==> config.mk <==
export PLATFORM = sky130hd
export DESIGN_NAME = preamp_cfg_slave
export DESIGN_NICKNAME = d
export VERILOG_FILES = /design/src/rtl/pcfg_pkg.sv /design/src/rtl/pcfg_deglitch.sv /design/src/rtl/pcfg_wr_fsm.sv /design/src/rtl/pcfg_regfile.sv /design/src/rtl/preamp_cfg_slave.sv
export SDC_FILE = /design/constraint.sdc
export NUM_CORES = 1
export LEC_CHECK = 0
export BUFFER_PORTS_ARGS = -buffer_cell sky130_fd_sc_hd__buf_2
export CAP_MARGIN = 20
export CELL_PAD_IN_SITES_DETAIL_PLACEMENT = 1
export CELL_PAD_IN_SITES_GLOBAL_PLACEMENT = 2
export CORE_UTILIZATION = 36
export CTS_CLUSTER_DIAMETER = 200
export CTS_CLUSTER_SIZE = 25
export DETAILED_ROUTE_END_ITERATION = 8
export GPL_TIMING_DRIVEN = 0
export PLACE_DENSITY_LB_ADDON = 0.1
export SETUP_SLACK_MARGIN = 0.3
export SLEW_MARGIN = 20
export SYNTH_ARGS = -nofsm -noshare
export SYNTH_HDL_FRONTEND = slang
export SYNTH_SLANG_ARGS = --single-unit
==> constraint.sdc <==
create_clock -name clk -period 3.5 [get_ports clk]
set_input_delay 0.175 -clock clk [delete_from_list [all_inputs] [get_ports clk]]
set_output_delay 0.175 -clock clk [all_outputs]
set_load 0.01 [all_outputs]
==> src/rtl/pcfg_pkg.sv <==
// Package for the preamplifier configuration bank.
// Holds the register count, the device address, the power-on value and
// the writable-bit mask of each index, and the byte-phase type.
// Assumes indices above REG_CNT-1 hold no register.
package pcfg_pkg;

    localparam int          REG_CNT  = 16;
    localparam int          DATA_W   = 8;
    localparam logic [6:0]  DEV_ADDR = 7'h6E;

    typedef enum logic [1:0] {
        PH_ADDR = 2'd0,
        PH_SUB  = 2'd1,
        PH_DATA = 2'd2
    } phase_t;

    // Power-on value of each index.
    function automatic logic [DATA_W-1:0] por_value(input int idx);
        case (idx)
            7:       por_value = 8'h09;
            8:       por_value = 8'h04;
            9:       por_value = 8'h1C;
            13:      por_value = 8'h07;
            1, 2, 3, 4, 5, 10, 11, 12:
                     por_value = 8'hB4;
            default: por_value = 8'h00;
        endcase
    endfunction

    // Writable bits of each index; zero means no register.
    function automatic logic [DATA_W-1:0] field_mask(input int idx);
        case (idx)
            7, 13:   field_mask = 8'h0F;
            1, 2, 3, 4, 5, 8, 9, 10, 11, 12:
                     field_mask = 8'hFF;
            default: field_mask = 8'h00;
        endcase
    endfunction

endpackage

==> src/rtl/pcfg_deglitch.sv <==
// Two-flop synchroniser followed by a stability filter for one bus line.
// The output follows the input only after it has held a new level for
// STABLE_CYC system clocks. Resets to 1 (idle bus level).
module pcfg_deglitch #(
    parameter int STABLE_CYC = 3
) (
    input  logic clk,
    input  logic rst_n,
    input  logic raw,
    output logic clean
);
    localparam int CW = $clog2(STABLE_CYC + 1);

    logic [1:0]    sync_q;
    logic [CW-1:0] cnt_q;

    // Bring the asynchronous line into the clock domain.
    always_ff @(posedge clk) begin
        if (!rst_n) sync_q <= 2'b11;
        else        sync_q <= {sync_q[0], raw};
    end

    // Accept a new level once it has been stable long enough.
    always_ff @(posedge clk) begin
        if (!rst_n) begin
            cnt_q <= '0;
            clean <= 1'b1;
        end else if (sync_q[1] == clean) begin
            cnt_q <= '0;
        end else if (cnt_q == CW'(STABLE_CYC - 1)) begin
            cnt_q <= '0;
            clean <= sync_q[1];
        end else begin
            cnt_q <= cnt_q + 1'b1;
        end
    end
endmodule

==> src/rtl/pcfg_wr_fsm.sv <==
// Write-only I2C protocol engine working on filtered SCL/SDA.
// Decodes START/STOP, shifts bytes MSB first, acknowledges the device
// address (write only), then alternates index and data bytes. It issues
// a one-cycle write strobe when a data byte completes. Assumes SCL is
// much slower than clk.
module pcfg_wr_fsm
    import pcfg_pkg::*;
(
    input  logic              clk,
    input  logic              rst_n,
    input  logic              scl,
    input  logic              sda,
    output logic              ack_drv,
    output logic              wr_en,
    output logic [DATA_W-1:0] wr_addr,
    output logic [DATA_W-1:0] wr_data,
    output logic              idle
);
    logic              scl_q, sda_q, busy_q;
    logic [3:0]        bit_cnt;
    logic [DATA_W-1:0] shreg, sub_q;
    phase_t            phase;

    logic scl_rise, scl_fall, start_c, stop_c;

    // Bus condition decode from the previous and current line levels.
    always_comb begin
        scl_rise = scl & ~scl_q;
        scl_fall = ~scl & scl_q;
        start_c  = scl & scl_q & sda_q & ~sda;
        stop_c   = scl & scl_q & ~sda_q & sda;
    end

    // Byte reception, acknowledge control and write strobe generation.
    always_ff @(posedge clk) begin
        if (!rst_n) begin
            scl_q   <= 1'b1;
            sda_q   <= 1'b1;
            busy_q  <= 1'b0;
            ack_drv <= 1'b0;
            wr_en   <= 1'b0;
            bit_cnt <= '0;
            shreg   <= '0;
            sub_q   <= '0;
            wr_addr <= '0;
            wr_data <= '0;
            phase   <= PH_ADDR;
        end else begin
            scl_q <= scl;
            sda_q <= sda;
            wr_en <= 1'b0;
            if (start_c) begin
                busy_q  <= 1'b1;
                ack_drv <= 1'b0;
                bit_cnt <= '0;
                phase   <= PH_ADDR;
            end else if (stop_c) begin
                busy_q  <= 1'b0;
                ack_drv <= 1'b0;
            end else if (busy_q) begin
                if (scl_rise && !ack_drv) begin
                    shreg   <= {shreg[DATA_W-2:0], sda};
                    bit_cnt <= bit_cnt + 1'b1;
                end else if (scl_fall) begin
                    if (ack_drv) begin
                        ack_drv <= 1'b0;
                        bit_cnt <= '0;
                    end else if (bit_cnt == 4'd8) begin
                        case (phase)
                            PH_ADDR: begin
                                if (shreg == {DEV_ADDR, 1'b0}) begin
                                    ack_drv <= 1'b1;
                                    phase   <= PH_SUB;
                                end else begin
                                    busy_q  <= 1'b0;
                                end
                            end
                            PH_SUB: begin
                                sub_q   <= shreg;
                                ack_drv <= 1'b1;
                                phase   <= PH_DATA;
                            end
                            default: begin
                                wr_en   <= 1'b1;
                                wr_addr <= sub_q;
                                wr_data <= shreg;
                                ack_drv <= 1'b1;
                                phase   <= PH_SUB;
                            end
                        endcase
                    end
                end
            end
        end
    end

    assign idle = ~busy_q;
endmodule

==> src/rtl/pcfg_regfile.sv <==
// Register file of REG_CNT byte-wide slots. Slots with a zero mask are
// constant zero; the others reset to their power-on value and keep only
// their masked bits on a write strobe. An index outside the slots matches
// nothing.
module pcfg_regfile
    import pcfg_pkg::*;
(
    input  logic                           clk,
    input  logic                           rst_n,
    input  logic                           wr_en,
    input  logic [DATA_W-1:0]              wr_addr,
    input  logic [DATA_W-1:0]              wr_data,
    output logic [REG_CNT-1:0][DATA_W-1:0] q
);
    for (genvar i = 0; i < REG_CNT; i++) begin : g_slot
        localparam logic [DATA_W-1:0] MASK = field_mask(i);
        localparam logic [DATA_W-1:0] INIT = por_value(i);
        if (MASK != '0) begin : g_reg
            // Hold one configuration value.
            always_ff @(posedge clk) begin
                if (!rst_n)
                    q[i] <= INIT;
                else if (wr_en && wr_addr == DATA_W'(i))
                    q[i] <= wr_data & MASK;
            end
        end else begin : g_none
            assign q[i] = '0;
        end
    end
endmodule

==> src/rtl/preamp_cfg_slave.sv <==
// Top of the preamplifier configuration bank. It filters both bus lines,
// runs the write-only protocol engine and maps register slots onto
// parallel output buses. Assumes an external open-drain bus where
// sda_pull_o high pulls SDA low.
module preamp_cfg_slave
    import pcfg_pkg::*;
#(
    parameter int FILT_CYC = 3
) (
    input  logic       clk,
    input  logic       rst_n,
    input  logic       scl_i,
    input  logic       sda_i,
    output logic       sda_pull_o,
    output logic [7:0] contrast_o,
    output logic [7:0] brightness_o,
    output logic [7:0] drive0_o,
    output logic [7:0] drive1_o,
    output logic [7:0] drive2_o,
    output logic [3:0] osd_level_o,
    output logic [7:0] clamp_cfg_o,
    output logic [7:0] misc_cfg_o,
    output logic [7:0] cutoff0_o,
    output logic [7:0] cutoff1_o,
    output logic [7:0] cutoff2_o,
    output logic [3:0] bandwidth_o
);
    logic [1:0]                     line_raw, line_clean;
    logic                           scl_f, sda_f;
    logic                           wr_en, bus_idle;
    logic [DATA_W-1:0]              wr_addr, wr_data;
    logic [REG_CNT-1:0][DATA_W-1:0] regs;

    assign line_raw = {scl_i, sda_i};

    for (genvar g = 0; g < 2; g++) begin : g_line
        pcfg_deglitch #(.STABLE_CYC(FILT_CYC)) u_flt (
            .clk   (clk),
            .rst_n (rst_n),
            .raw   (line_raw[g]),
            .clean (line_clean[g])
        );
    end

    assign scl_f = line_clean[1];
    assign sda_f = line_clean[0];

    pcfg_wr_fsm u_fsm (
        .clk     (clk),
        .rst_n   (rst_n),
        .scl     (scl_f),
        .sda     (sda_f),
        .ack_drv (sda_pull_o),
        .wr_en   (wr_en),
        .wr_addr (wr_addr),
        .wr_data (wr_data),
        .idle    (bus_idle)
    );

    pcfg_regfile u_rf (
        .clk     (clk),
        .rst_n   (rst_n),
        .wr_en   (wr_en),
        .wr_addr (wr_addr),
        .wr_data (wr_data),
        .q       (regs)
    );

    assign contrast_o   = regs[1];
    assign brightness_o = regs[2];
    assign drive0_o     = regs[3];
    assign drive1_o     = regs[4];
    assign drive2_o     = regs[5];
    assign osd_level_o  = regs[7][3:0];
    assign clamp_cfg_o  = regs[8];
    assign misc_cfg_o   = regs[9];
    assign cutoff0_o    = regs[10];
    assign cutoff1_o    = regs[11];
    assign cutoff2_o    = regs[12];
    assign bandwidth_o  = regs[13][3:0];

    wire unused_slots = ^{regs[0], regs[6], regs[7][7:4], regs[13][7:4],
                          regs[14], regs[15]};
endmodule

**Word-level counts from Yosys, hierarchy flattened**

Cells that the tools add are included.

- Logic and storage cells: 122
- Output and inout port bits: 89
- Input bits: 4
- Bits in registers: 141

- Equality and inequality tests: 20
- Bitwise gates (word level): 22
- Reductions and logical operators: 31
- Multiplexer cells: 17
- Add/subtract/negate cells: 3

Operator list:

| cell | count |
|---|---|
| == test 8 x 4 -> 1 bit (second input constant) | 6 |
| == test 8 x 3 -> 1 bit (second input constant) | 3 |
| == test 8 x 2 -> 1 bit (second input constant) | 2 |
| AND reduction 8 bit | 2 |
| inverter 1 bit | 15 |
| logical AND 1 bit | 13 |
| 2-to-1 mux 1 bit | 12 |
| 2-to-1 mux 4 bit | 3 |
| OR reduction 3 bit | 3 |
| == test 8 x 1 -> 1 bit (second input constant) | 1 |
| == test 8 bit (second input constant) | 1 |
| AND reduction 4 bit | 2 |
| OR reduction 8 bit | 1 |
| bitwise AND 1 bit | 7 |
| AND reduction 7 bit | 1 |
| adder 2 x 1 -> 2 bit (second input constant) | 2 |
| adder 4 x 1 -> 4 bit (second input constant) | 1 |
| == test 2 bit (second input constant) | 2 |
| == test 4 bit (second input constant) | 1 |
| one-hot mux 2 bit (2 select lines) | 1 |
| AND reduction 2 bit | 2 |
| nonzero test 2 bit | 2 |
| OR reduction 2 bit | 2 |
| AND reduction 3 bit | 1 |
| 6 further kinds | 7 |

**Depth between registers and ports, before layout**

Gate-level depths: netlist (run 1).

- Depth in word-level cells: 10
- Mapped depth: 7
- Mapped depth without buffers: 6

**By module**

From an unflattened synthesis (run 1), not the netlist that was laid out.

- Cell total of the unflattened synthesis: 602
- Area, all modules: 5904.4 sq um

By module, submodules not included:

| module | cells an instance | times used | area each (sq um) |
|---|---|---|---|
| pcfg_regfile | 369 | 1 | 3801.1 |
| pcfg_wr_fsm | 205 | 1 | 1765.4 |
| pcfg_deglitch | 14 | 2 | 168.9 |

**Least setup slack after synthesis (run 1)**

No wires, ideal clock.

- Kind: reg-to-reg
- From: reg u_fsm.bit_cnt[0]
- To: reg u_fsm.sub_q[0]
- Clock period less this slack: 1598 ps
- Setup slack: 1902 ps
- Stages on the path, launching flop included: 7
- Arrival time: 1477 ps
- Path buffers: 1
- Cells stage by stage: dfxtp_1 > inv_1 > ha_1 > nand3b_1 > nor4_4 > buf_6 > o21ai_0

- Longest elaborated chain between the ends: 2

RTL lines:

| element | line | RTL |
|---|---|---|
| from (decl) | pcfg_wr_fsm.sv:20 | `logic [3:0] bit_cnt;` |
| from (signal assigned) | pcfg_wr_fsm.sv:63 | `bit_cnt <= bit_cnt + 1'b1;` |
| == test 4 bit | pcfg_wr_fsm.sv:68 | `end else if (bit_cnt == 4'd8) begin` |
| AND reduction 8 bit (no source line) | -- |  |
| to (signal assigned) | pcfg_wr_fsm.sv:79 | `sub_q <= shreg;` |
| to (decl) | pcfg_wr_fsm.sv:21 | `logic [DATA_W-1:0] shreg, sub_q;` |

Every way passes these cells.
A chain may end at the register's enable or synchronous reset.

**Worst setup path in the final report (run 1)**

- From: reg u_fsm.bit_cnt[0]
- To: reg u_fsm.sub_q[6]

Same word-level chain as after synthesis.

==> flow_summary.toml, run 1 <==
[pwr]
p_int_mw = 2.68
finalPower_mw = 3.38
p_sw_uw = 698
p_per_area_nw_per_um2 = 526
irDropWorstVdd_mv = 0.387
leakagePower_nw = 2.68
seqPwrFrac = 0.476
comb_power_share = 0.015
power_frac_clock = 0.509
netSwitchingFraction = 0.206

[cts]
numClockSinks = 141
ctsResizeCount = 0
root_buffer = "clkbuf_16"
numCtsBuffers = 17
cts-htree-levels = 4
cts_tree = "built"
cts.path.max_buffers = 2
clk_latency_ns = 0.42
clk_pin_slew_ns = 0.06

[route]
wl_um = 14700
drt_iter0_markers = 266
highest-signal-layer = "met4"
via_per_inst = 5.06
wl_met2_um = 7220
met3_length_um = 453
wl_met1_um = 6800
postRouteAntennaNets = 0
wl_per_cell_um = 17.3
via_count = 4305
drcViolationCount = 0
drt_pass1_iterations = 4

[placement]
portBuffers = 92
place.gp.congestion = 0.795
dpl.cell_count = 817
place_ws_ns = 1.62
dpl-instance-area_sq_um = 5840
dpl.hpwl_um = 10800

[die]
start_util = 0.370
io_pins = 93
num_rows = 43
dieArea_sq_um = 14800
die_h_um = 122
core_area_sq_um = 13900
fp.dieW_um = 122

[layout]
ff_latch_area_sq_um = 2820
areaGrowthSynthToFinish_pct = 24.6
finalNetCount = 666
drive_gt1_frac = 0.225
design_area_sq_um = 6430
multiInputGateArea_sq_um = 2150
final_cells = 851
diodes = 0
final_core_util = 0.461
fillers = 1624

[grt]
grt_pass1_wl_um = 23500
grt_max_degree = 17
grt_pass1_vias = 4272
antenna_found_initial = 0
grt-ovfl-total = 0
grtUsageTotal = 0.213

[synthesis]
synth-edff-count = 0
avgSynthCellArea_sq_um = 9.47
synth_cells = 545
async_reset_ff_frac = 0
synth_nets = 553
ys.flop_type = "dfxtp_1"
ys_seq_elements = 141
ys_warn_count = 0
netlist_area_sq_um = 5160
yosysSeqAreaShare = 0.547
yosys.cell_types.count = 40

[timing]
slew_headroom = 0.581
setup_ws_ns = 1.64
fin_crit_ns = 1.86
clock-skew-final_ns = 0.00674
grt_setup_unrepaired = "no"
finalHoldViolCount = 0
fin_crit_sh = 0.531
tightest_slew_ns = 0.629
holdWs_ns = 0.112
maxSlewViolCount = 0
finalSetupViolations = 0
tns_ns = 0
clock.fmax_mhz = 538

[job]
timing.max_cap.violations = 0

[setup_path]
cp_max_fo = 10
worstPathRequired_ns = 3.85
crit_path_end_kind = "flop"
setup.worst_path.class = "reg2reg"
critPathLaunchType = "flop"
arrival_ns = 2.21

[run_status]
run_status = "finished, final reports clean"

[hold_path]
hold_path_class = "in2reg"
-- final timing paths --
kind,cells past startpoint,end,start,slack (ns)
worst max-delay path,7,u_fsm.sub_q[6]$_SDFFE_PN0P_,u_fsm.bit_cnt[0]$_SDFFE_PP0P_,1.64
worst min register to register,1,g_line[1].u_flt.cnt_q[0]$_SDFF_PP0_,g_line[1].u_flt.cnt_q[0]$_SDFF_PP0_,0.41
worst min-delay path,3,u_rf.q[81]$_SDFFE_PN0P_,rst_n,0.11
worst max register to register,7,u_fsm.sub_q[6]$_SDFFE_PN0P_,u_fsm.bit_cnt[0]$_SDFFE_PP0P_,1.64
-- cells in the mapped netlist, drive strengths merged (2+ instances only) --
| cell | count | area share |
|---|---|---|
| dfxtp | 141 | 0.55 |
| nand2 | 89 | 0.065 |
| nand3 | 80 | 0.079 |
| o21ai | 73 | 0.072 |
| mux2i | 43 | 0.083 |
| buf | 24 | 0.023 |
| clkbuf | 15 | 0.011 |
| nor2 | 10 | 0.0078 |
| a21boi | 9 | 0.013 |
| nand2b | 7 | 0.0085 |
| nand4 | 6 | 0.010 |
| nand4b | 6 | 0.010 |
| a21oi | 4 | 0.0046 |
| and4bb | 4 | 0.0097 |
| ha | 4 | 0.0097 |
| inv | 4 | 0.0029 |
| nor2b | 4 | 0.0049 |
| xor2 | 4 | 0.0068 |
| nand3b | 3 | 0.0044 |
| and2 | 2 | 0.0024 |
| nor3 | 2 | 0.0029 |
| nor3b | 2 | 0.0029 |
-- layout by cell type, fill, tap and decap left out, drive strengths merged --
| cell type | n |
|---|---|
| nor2b | 4 |
| o311ai | 1 |
| o2111ai | 1 |
| nand2b | 7 |
| o41ai | 1 |
| nor4 | 1 |
| and4b | 1 |
| nor3 | 2 |
| nand3b | 3 |
| xor2 | 4 |
| clkbuf | 40 |
| and2b | 1 |
| a211oi | 1 |
| nand2 | 89 |
| dlygate4sd3 | 2 |
| ha | 4 |
| nor2 | 10 |
| and4bb | 4 |
| nand4b | 6 |
| clkinv | 6 |
| and2 | 2 |
| bufinv | 1 |
| mux2i | 43 |
| nand3 | 80 |
| buf | 116 |
| nand4 | 6 |
| dfxtp | 141 |
| nand4bb | 1 |
| a21oi | 4 |
| a21boi | 9 |
| nor3b | 2 |
| o21ai | 73 |
| inv | 4 |
| a41oi | 1 |
-- power groups by stage --
stage | sequential [mW] | clock, mW | combinational (mW)
after floorplan | 1.64 | 0 | 0.0297
after global placement | 1.64 | 0 | 0.0481
after detailed placement | 1.64 | 0 | 0.0489
after CTS | 1.61 | 1.76 | 0.0508
after global routing | 1.61 | 1.83 | 0.0553
final | 1.61 | 1.72 | 0.0494
-- cell type report --
type                       instances  share of cell area
sequential                       141               0.439
multi-input combinational        361               0.334
clock buffer                      25              0.0786
timing repair buffer              94              0.0747
tap                              180              0.0350
buffer                            39              0.0272
clock inverter                     7             0.00934
inverter                           4             0.00234
-- metal layers --
layer	track usage	vias to the layer above
met5	0	-
met4	0.0833	0
met3	0.0445	19
met2	0.361	77
met1	0.263	2087
li1	-	2122
-- registers in the layout (all words and copies together), names as in the netlist, 2 cells and up --
signal	cells
g_line.u_flt.cnt_q	4
u_fsm.sub_q	8
u_fsm.bit_cnt	4
u_fsm.shreg	8
u_rf.q	88
g_line.u_flt.sync_q	4
u_fsm.wr_addr	8
u_fsm.phase	2
g_line.u_flt.clean	2
u_fsm.wr_data	8
-- logic make-up (layout without fill, tap and decap cells) --
| family | Yosys count | count (layout) | synth area share |
|---|---|---|---|
| adders and majority gates | 4 | 4 | 0.00970 |
| and+or+nand+nor | 219 | 219 | 0.219 |
| muxes | 43 | 43 | 0.0834 |
| DFF | 141 | 141 | 0.547 |
| xor gates and xnor gates | 4 | 4 | 0.00679 |
| buffers and inverters | 43 | 169 | 0.0369 |
| AOI/OAI and AO/OA | 91 | 91 | 0.0975 |
-- worst max-delay path, cell delays in order, from the launching register on --
cell	delay [ns]
dfxtp_1	0.32
inv_1	0.09
ha_1	0.29
nand3b_1	0.18
nor4_4	0.53
buf_6	0.22
nand3_2	0.08
o21ai_2	0.06
-- timing repair --
action                    4_1_cts  5_1_grt
hold endpoints to repair        2        0
hold buffers                    2        0
setup buffers                   0        0
No activity file was read; power rests on OpenSTA's default activity.
==> run 2, diff against run 1 <==
Settings changed: CORE_UTILIZATION 36 to 30.
Clock period 3.5 ns to 1.6 ns, I/O delays scaled along.
==> run 2 against run 1 <==
Hold slack better by 0.13 ns. Register-to-register slack worse by 1.6 ns. Combinational power rose to 2.6 times the previous value. Non-clock buffer count up 56. Clock power up 150%. Global-route usage down 1.3 points. Utilization up 1.3 points. Largest power group unchanged.
==> flow_summary.toml, run 2 (synthesis gave the netlist of run 1 again) <==
[run_status]
run_status = "finished, final reports clean"

[cts]
cts.path.max_buffers = 2
numClockSinks = 141
numCtsBuffers = 17
cts-htree-levels = 4
clk_latency_ns = 0.42
cts_tree = "built"
clk_pin_slew_ns = 0.06
root_buffer = "clkbuf_16"

[setup_path]
reg2reg_to = "u_rf.q[15]$_SDFFE_PN1P_"
reg2reg_slack_ns = 0.07
cp_max_fo = 10
cpPeakStageDelay_ns = 0.33
slowest_stage = "dfxtp_2"
worstPathRequired_ns = 1.88
crit_start = "u_fsm.wr_addr[4]$_SDFFE_PN0P_"
crit_path_end_kind = "flop"
critPathLaunchType = "flop"
crit_chain = "nor3_4, buf_4, nand3_2, buf_6, mux2i_1, nand2_1"
worst_r2r_startpoint = "u_fsm.wr_addr[4]$_SDFFE_PN0P_"
arrival_ns = 1.81
r2r_cells = 6
setup.worst_path.class = "reg2reg"
endpoint = "u_rf.q[15]$_SDFFE_PN1P_"

[timing]
maxSlewViolCount = 0
clock.fmax_mhz = 652
tightest_slew_ns = 0.767
grt_setup_unrepaired = "yes"
fin_crit_ns = 1.53
clock-skew-final_ns = 0.00667
slew_headroom = 0.488
fin_crit_sh = 0.958
finalSetupViolations = 0
finalHoldViolCount = 0

[route]
drt_pass1_iterations = 4
drcViolationCount = 0
wl_um = 17000
via_per_inst = 4.83
postRouteAntennaNets = 0
drt_iter0_markers = 128
wl_per_cell_um = 18.0
via_count = 4573

[grt]
grt-ovfl-total = 0
grt_pass1_wl_um = 26600
grt_max_degree = 17
grtUsageTotal = 0.200
grt_pass1_vias = 4728
antenna_found_initial = 0

[layout]
largest_register = "u_rf.q"
finalNetCount = 722
largest_register_ffs = 88
diodes = 0
final_cell_mix = "dfxtp_1, buf_2, nand2_1"
areaGrowthSynthToFinish_pct = 53.5
layout_commonest_cell = "dfxtp_1"
drive_gt1_frac = 0.451
design_area_sq_um = 7920
final_core_util = 0.474

[pwr]
power_frac_clock = 0.540
seqPwrFrac = 0.444
p_per_area_nw_per_um2 = 999
comb_power_share = 0.016
p_sw_mw = 1.62
leakagePower_nw = 3.26
irDropWorstVdd_mv = 0.751
p_int_mw = 6.30
netSwitchingFraction = 0.204

[die]
fp.dieW_um = 133
num_rows = 47
start_util = 0.309
core_area_sq_um = 16700
die_h_um = 133
dieArea_sq_um = 17700
io_pins = 93

[placement]
portBuffers = 92
place.gp.congestion = 0.773
dpl-instance-area_sq_um = 6100
dpl.hpwl_um = 11100

[job]
timing.max_cap.violations = 0

[hold_path]
hold_path_class = "in2reg"
==> run 2: how the worst min path moves through the flow <==
stage                from                                    to  slack (ns)  depth (start not counted)
floorplan           sda_i  g_line[0].u_flt.sync_q[0]$_SDFF_PN1_        0.18                          1
global placement    sda_i  g_line[0].u_flt.sync_q[0]$_SDFF_PN1_        0.26                          2
detailed placement  sda_i  g_line[0].u_flt.sync_q[0]$_SDFF_PN1_        0.27                          2
CTS                 rst_n                u_fsm.scl_q$_SDFF_PN1_        0.22                          3
global route        rst_n  g_line[0].u_flt.sync_q[0]$_SDFF_PN1_        0.29                          3
finish              rst_n  g_line[0].u_flt.sync_q[0]$_SDFF_PN1_        0.25                          3
==> run 2: through the flow <==
stage	power [mW]	instances	worst slack (ns)	hold slack, ns	TNS (ns)
floorplan	3.67	545	0.175	0.181	0
global placement	3.71	857	-0.0664	0.262	-1.26
detailed placement	3.71	857	-0.111	0.268	-1.94
CTS	7.96	934	0.0838	0.221	0
global route	8.20	947	-0.0121	0.288	-0.0482
finish	7.91	947	0.0665	0.246	0
==> run 2: repair_timing <==
| item | CTS | global route |
|---|---|---|
| hold endpoints to repair | 3 | 0 |
| hold buffers | 3 | 0 |
| pin swaps | 48 | 37 |
| setup buffers | 33 | 12 |
| resized for setup | 129 | 88 |
| setup endpoints to repair | 127 | 129 |
| cloned | 9 | 1 |
==> run 2: layout make-up <==
cell class	instances	area, sq um
Fill cell	1875	8780
Sequential cell	141	2850
Multi-Input combinational cell	361	2720
Timing Repair Buffer	150	1120
Clock buffer	20	437
Buffer	39	308
Tap cell	220	275
Clock inverter	12	194
Inverter	4	15.0
==> run 2: critical path, delay by kind of cell (launching register included) <==
kind / cells / cell delay [ns]
buf+inv: 2 / 0.39
simple gates: 3 / 0.50
mux: 1 / 0.16
flops: 1 / 0.33
==> run 2: layer usage <==
metal | global-route usage | routed length, um
met3 | 0.0384 | 464
met5 | 0 | 0
met2 | 0.353 | 8930
met1 | 0.241 | 7370
met4 | 0.0726 | 279
==> run 2: power groups by stage <==
stage          registers, mW  clock network, mW  logic [mW]
3_5_place_dp            3.60                  0       0.115
2_1_floorplan           3.60                  0      0.0688
6_report                3.51               4.27       0.129
4_1_cts                 3.51               4.32       0.125
3_3_place_gp            3.60                  0       0.113
5_1_grt                 3.51               4.54       0.140
